===== config.mk =====
export PLATFORM = sky130hd
export DESIGN_NAME = keyvault_acl
export DESIGN_NICKNAME = d
export VERILOG_FILES = /design/src/rtl/keyvault_pkg.sv /design/src/rtl/kv_decode.sv /design/src/rtl/kv_policy.sv /design/src/rtl/kv_keystore.sv /design/src/rtl/keyvault_acl.sv
export SDC_FILE = /design/constraint.sdc
export NUM_CORES = 1
export LEC_CHECK = 0
export ABC_AREA = 1
export CAP_MARGIN = 20
export CORE_MARGIN = 5
export CORE_UTILIZATION = 39
export CTS_CLUSTER_DIAMETER = 120
export DETAILED_ROUTE_END_ITERATION = 10
export PLACE_DENSITY_LB_ADDON = 0.3
export SLEW_MARGIN = 25
export SYNTH_ARGS = -nofsm -noshare
export SYNTH_HDL_FRONTEND = slang
export SYNTH_HIERARCHICAL = 1
export SYNTH_SLANG_ARGS = --single-unit

===== constraint.sdc =====
create_clock -name clk -period 1.9 [get_ports clk]
set_input_delay 0.38 -clock clk [delete_from_list [all_inputs] [get_ports clk]]
set_output_delay 0.38 -clock clk [all_outputs]
set_load 0.1 [all_outputs]

===== src/rtl/keyvault_pkg.sv =====
`timescale 1ns/1ps
package keyvault_pkg;
    typedef enum logic [1:0] {
        REG_KEY,
        REG_RPOL,
        REG_WPOL,
        REG_NONE
    } kv_region_e;

    typedef enum logic [1:0] {
        S_IDLE,
        S_RD_DONE,
        S_WR_DONE,
        S_REJECT
    } kv_state_e;
endpackage


===== src/rtl/kv_decode.sv =====
`timescale 1ns/1ps
module kv_decode
    import keyvault_pkg::*;
#(
    parameter int ADDR_W    = 8,
    parameter int KEY_WORDS = 4,
    parameter int IDX_W     = $clog2(KEY_WORDS)
) (
    input  logic [ADDR_W-1:0] addr,
    output kv_region_e        region,
    output logic [IDX_W-1:0]  idx
);
    localparam int WORD_W = ADDR_W - 2;

    logic [WORD_W-1:0] word;

    always_comb begin
        word   = addr[ADDR_W-1:2];
        idx    = word[IDX_W-1:0];
        region = REG_NONE;
        if (addr[1:0] == 2'b00) begin
            if (int'(word) < KEY_WORDS) begin
                region = REG_KEY;
            end else if (int'(word) == KEY_WORDS) begin
                region = REG_RPOL;
            end else if (int'(word) == KEY_WORDS + 1) begin
                region = REG_WPOL;
            end
        end
    end
endmodule


===== src/rtl/kv_policy.sv =====
`timescale 1ns/1ps
module kv_policy #(
    parameter int AGENTS     = 32,
    parameter int AGENT_W    = $clog2(AGENTS),
    parameter int DATA_W     = 32,
    parameter int BOOT_AGENT = 2
) (
    input  logic               clk,
    input  logic               rst_n,
    input  logic [AGENT_W-1:0] agent,
    input  logic               rpol_we,
    input  logic               wpol_we,
    input  logic [DATA_W-1:0]  wdata,
    output logic [AGENTS-1:0]  rpol,
    output logic [AGENTS-1:0]  wpol,
    output logic               rd_ok,
    output logic               wr_ok,
    output logic               boot_ok
);
    localparam logic [AGENTS-1:0] POL_RST = AGENTS'(1) << BOOT_AGENT;

    always_ff @(posedge clk or negedge rst_n) begin
        if (!rst_n) begin
            rpol <= POL_RST;
            wpol <= POL_RST;
        end else begin
            if (rpol_we) rpol <= wdata[AGENTS-1:0];
            if (wpol_we) wpol <= wdata[AGENTS-1:0];
        end
    end

    assign rd_ok   = rpol[agent];
    assign wr_ok   = wpol[agent];
    assign boot_ok = (agent == AGENT_W'(BOOT_AGENT));
endmodule


===== src/rtl/kv_keystore.sv =====
`timescale 1ns/1ps
module kv_keystore #(
    parameter int KEY_WORDS = 4,
    parameter int DATA_W    = 32,
    parameter int IDX_W     = $clog2(KEY_WORDS)
) (
    input  logic                          clk,
    input  logic                          rst_n,
    input  logic                          we,
    input  logic [IDX_W-1:0]              idx,
    input  logic [DATA_W-1:0]             wdata,
    output logic [DATA_W-1:0]             rword,
    output logic [KEY_WORDS*DATA_W-1:0]   key_flat
);
    logic [DATA_W-1:0] words [KEY_WORDS];

    for (genvar g = 0; g < KEY_WORDS; g++) begin : g_word
        always_ff @(posedge clk or negedge rst_n) begin
            if (!rst_n) begin
                words[g] <= '0;
            end else if (we && idx == IDX_W'(g)) begin
                words[g] <= wdata;
            end
        end
        assign key_flat[g*DATA_W +: DATA_W] = words[g];
    end

    assign rword = words[idx];
endmodule


===== src/rtl/keyvault_acl.sv =====
`timescale 1ns/1ps
module keyvault_acl
    import keyvault_pkg::*;
#(
    parameter int AGENTS     = 32,
    parameter int AGENT_W    = $clog2(AGENTS),
    parameter int DATA_W     = 32,
    parameter int ADDR_W     = 8,
    parameter int KEY_WORDS  = 4,
    parameter int BOOT_AGENT = 2
) (
    input  logic               clk,
    input  logic               rst_n,
    input  logic [AGENT_W-1:0] bus_agent,
    input  logic [ADDR_W-1:0]  bus_addr,
    input  logic               bus_rd,
    input  logic               bus_wr,
    input  logic [DATA_W-1:0]  bus_wdata,
    output logic [DATA_W-1:0]  bus_rdata,
    output logic               bus_err
);
    localparam int IDX_W = $clog2(KEY_WORDS);

    kv_region_e              region;
    logic [IDX_W-1:0]        idx;
    logic                    key_we, rpol_we, wpol_we;
    logic [AGENTS-1:0]       rpol_q, wpol_q;
    logic                    rd_ok, wr_ok, boot_ok;
    logic [DATA_W-1:0]       rword;
    logic [KEY_WORDS*DATA_W-1:0] key_flat;

    kv_state_e               state, nxt;
    logic [DATA_W-1:0]       data_q, nxt_data;

    kv_decode #(.ADDR_W(ADDR_W), .KEY_WORDS(KEY_WORDS), .IDX_W(IDX_W)) u_decode (
        .addr   (bus_addr),
        .region (region),
        .idx    (idx)
    );

    kv_policy #(.AGENTS(AGENTS), .AGENT_W(AGENT_W), .DATA_W(DATA_W),
                .BOOT_AGENT(BOOT_AGENT)) u_policy (
        .clk     (clk),
        .rst_n   (rst_n),
        .agent   (bus_agent),
        .rpol_we (rpol_we),
        .wpol_we (wpol_we),
        .wdata   (bus_wdata),
        .rpol    (rpol_q),
        .wpol    (wpol_q),
        .rd_ok   (rd_ok),
        .wr_ok   (wr_ok),
        .boot_ok (boot_ok)
    );

    kv_keystore #(.KEY_WORDS(KEY_WORDS), .DATA_W(DATA_W), .IDX_W(IDX_W)) u_store (
        .clk      (clk),
        .rst_n    (rst_n),
        .we       (key_we),
        .idx      (idx),
        .wdata    (bus_wdata),
        .rword    (rword),
        .key_flat (key_flat)
    );

    // Decision: classify the current access and raise the matching write enable.
    always_comb begin
        nxt      = S_IDLE;
        nxt_data = '0;
        key_we   = 1'b0;
        rpol_we  = 1'b0;
        wpol_we  = 1'b0;
        if (bus_rd && bus_wr) begin
            nxt = S_REJECT;
        end else if (bus_rd) begin
            unique case (region)
                REG_KEY: begin
                    if (rd_ok) begin
                        nxt      = S_RD_DONE;
                        nxt_data = rword;
                    end else begin
                        nxt = S_REJECT;
                    end
                end
                REG_RPOL: begin
                    nxt      = S_RD_DONE;
                    nxt_data = DATA_W'(rpol_q);
                end
                REG_WPOL: begin
                    nxt      = S_RD_DONE;
                    nxt_data = DATA_W'(wpol_q);
                end
                REG_NONE: nxt = S_REJECT;
            endcase
        end else if (bus_wr) begin
            unique case (region)
                REG_KEY: begin
                    if (wr_ok) begin
                        nxt    = S_WR_DONE;
                        key_we = 1'b1;
                    end else begin
                        nxt = S_REJECT;
                    end
                end
                REG_RPOL: begin
                    if (boot_ok) begin
                        nxt     = S_WR_DONE;
                        rpol_we = 1'b1;
                    end else begin
                        nxt = S_REJECT;
                    end
                end
                REG_WPOL: begin
                    if (boot_ok) begin
                        nxt     = S_WR_DONE;
                        wpol_we = 1'b1;
                    end else begin
                        nxt = S_REJECT;
                    end
                end
                REG_NONE: nxt = S_REJECT;
            endcase
        end
    end

    // State register.
    always_ff @(posedge clk or negedge rst_n) begin
        if (!rst_n) begin
            state  <= S_IDLE;
            data_q <= '0;
        end else begin
            state  <= nxt;
            data_q <= nxt_data;
        end
    end

    // Outputs decoded from the state.
    always_comb begin
        bus_rdata = '0;
        bus_err   = 1'b0;
        unique case (state)
            S_IDLE:    ;
            S_RD_DONE: bus_rdata = data_q;
            S_WR_DONE: ;
            S_REJECT:  bus_err = 1'b1;
        endcase
    end
endmodule


==> flow_metrics.tcl <==
set metrics [dict create \
    status "complete, but fails checks" \
    violations "negative setup slack" \
    drt_pass1_iterations 5 \
    start_util 0.394 \
    hpwl_um 23000 \
    cts_htree_levels 1 \
    antenna_found_initial 0 \
    hold_class "in2async" \
    postSynth.asyncResetShare 1.00 \
    synthFlopType "dfrtp_1" \
    synth_nets 1693 \
    via_per_inst 5.08 \
    rsz0062_at_grt "yes" \
    syn_area_mm2 0.0116 \
    seq_area_frac_synth 0.486 \
    port_buffers 81 \
    numCtsBuffers 26 \
    fin_area_mm2 0.0163 \
    final_net_count 1845 \
    synthDistinctLibCells 21 \
    grt_usage 0.216 \
    rows 63 \
    synth_edf_count 0 \
    die_h_um 183 \
    path_clk_slew_ps 60 \
    grt_pass1_wl_um 58700 \
    crit_type "reg2reg" \
    worstPathMaxFanout 13 \
    timing.fmax_mhz 468 \
    start_kind "flip-flop" \
    peakVddDrop_mv 0.702 \
    layout_common_cells "nand2_1, dfrtp_1, inv_1" \
    finalHoldViolations 0 \
    grt-ovfl-total 0 \
    finalCritPeriodShare 1.12 \
    via_count 11200 \
    root_buffer "clkbuf_16" \
    dp.cells 2110 \
    worst_slew_pin_slew_ps 605 \
    routed_wl_um 38900 \
    fin_crit_ps 2140 \
    drc_errors 0 \
    insertion_delay_ps 550 \
    worstPathArrival_ps 2570 \
    synth.avg_cell_area_um2 7.10 \
    cap_violations 0 \
    dieArea_mm2 0.0334 \
    syn_inst 1640 \
    timing.final.ws_setup_ps -236 \
    worst_clock_skew_ps 17.1 \
    area_growth_pct 40.2 \
    slew_violations 0 \
    final_common_cell "nand2_1" \
    pwr_density_cell_mw_per_mm2 678 \
    cts_num_sinks 226 \
    p_leak_nw 8.16 \
    relSlewSlack 0.597 \
    cp.required_ps 2330 \
    pin_count 82 \
    setup_viol 160 \
    ys_ff_latch 226 \
    cts_tree "built" \
    stdcell_count 2202 \
    drive_above_1_share 0.222 \
    yosysWarnings 6 \
    grt_max_degree 53 \
    wl_per_cell_um 17.6 \
    diodes 0 \
    coreArea_mm2 0.0296 \
    cts_max_path_buffers 3 \
    place_area_mm2 0.0139 \
    grt_pass1_vias 11000 \
    ant_nets 0 \
    drt_iter0_markers 1273 \
    die_x_um 183 \
    gp_congestion 0.925 \
    cp-end-kind "flip-flop" \
]
==> repair_timing <==
| item | CTS | global route |
|---|---|---|
| gates cloned | 9 | 15 |
| pin swaps | 5 | 7 |
| hold buffers | 1 | 0 |
| setup buffers | 8 | 13 |
| endpoints found under the setup margin | 242 | 222 |
| endpoints found under the hold margin | 44 | 0 |
| resized for setup | 110 | 139 |
==> worst max-delay path: stages (launching register included) <==
cell and delay, ps:
dfstp_2 530, inv_2 50, nand2_2 50, nand3_2 50, nand2_1 60, nand2_1 40, nand2_1 50, inv_1 30
nand2_1 60, nand2_1 60, nand2_2 70, nand2_2 70, nor2_4 130, buf_6 140, buf_6 120, nand3_4 150
buf_12 230, nand2_1 60, nand2_1 60
==> layout make-up <==
type	count	area, um2
sequential	226	5660
clock buffer	39	800
multi-input combinational	1153	5590
fill	2635	13200
clock inverter	9	131
tap	390	488
inverter	164	652
timing repair buffer	221	3000
==> routing by layer <==
layer  vias up  share of wire  GRT usage
li1       5286              -          -
met1      5341           0.42      0.296
met2       468           0.47      0.364
met3        81          0.077     0.0305
met4         0          0.032     0.0581
met5         -              0          0
==> cells by family after synthesis <==
| family | synth area share |
|---|---|
| AOI/OAI and AO/OA | 0.0357 |
| adders and majority gates | 0.00430 |
| buffers and inverters | 0.0972 |
| DFF | 0.486 |
| muxes | 0.0155 |
| and+or+nand+nor | 0.361 |
==> registers in the layout, summed over array words and instances (netlist names) <==
signal,count
data_q,32
state,2
u_policy/rpol,32
u_store/key_flat,128
u_policy/wpol,32
==> worst paths after layout <==
check | slack, ps | cells past startpoint | to | start
min reg2reg | 470 | 2 | u_store/key_flat[2] | u_store/key_flat[2]
max reg2reg | -240 | 18 | u_store/key_flat[81] | u_policy/wpol[2]
max in group asynchronous | 860 | 3 | u_store/key_flat[63] | rst_n
max | -240 | 18 | u_store/key_flat[81] | u_policy/wpol[2]
min in group clk | 470 | 2 | u_store/key_flat[2] | u_store/key_flat[2]
min | 350 | 2 | u_store/key_flat[80] | rst_n
==> synthesized netlist by cell type (2+ instances only) <==
cell type / number / area share
buf_1: 9 / 0.0029
buf_2: 38 / 0.016
buf_4: 9 / 0.0058
buf_6: 9 / 0.0087
clkbuf_1: 32 / 0.010
dfrtp_1: 224 / 0.48
dfstp_2: 2 / 0.0045
ha_1: 4 / 0.0043
inv_1: 159 / 0.051
inv_2: 3 / 0.00097
mux2_2: 16 / 0.015
nand2_1: 758 / 0.24
nand3_1: 150 / 0.064
nor2_1: 111 / 0.036
nor2_2: 30 / 0.016
o21ai_0: 81 / 0.035
==> per-stage QoR <==
| stage | power, mW | setup slack (ps) | TNS, ps | hold WS, ps | util |
|---|---|---|---|---|---|
| 2_1_floorplan | 5.21 | -389 | -12670 | 84.4 | - |
| 3_3_place_gp | 5.67 | -710 | -140470 | 340 | 0.471 |
| 3_5_place_dp | 5.68 | -758 | -148590 | 341 | 0.471 |
| 4_1_cts | 11.1 | -189 | -20320 | 367 | 0.524 |
| 5_1_grt | 11.4 | -354 | -41570 | 405 | 0.552 |
| 6_report | 11.1 | -236 | -24960 | 352 | 0.552 |
==> power by group <==
group | total (mW) | internal, mW | switching (mW)
clock | 5.37 | 3.30 | 2.07
combinational | 0.846 | 0.289 | 0.557
sequential | 4.84 | 4.83 | 0.0107
Note: power is estimated with default switching activity, not from simulation.
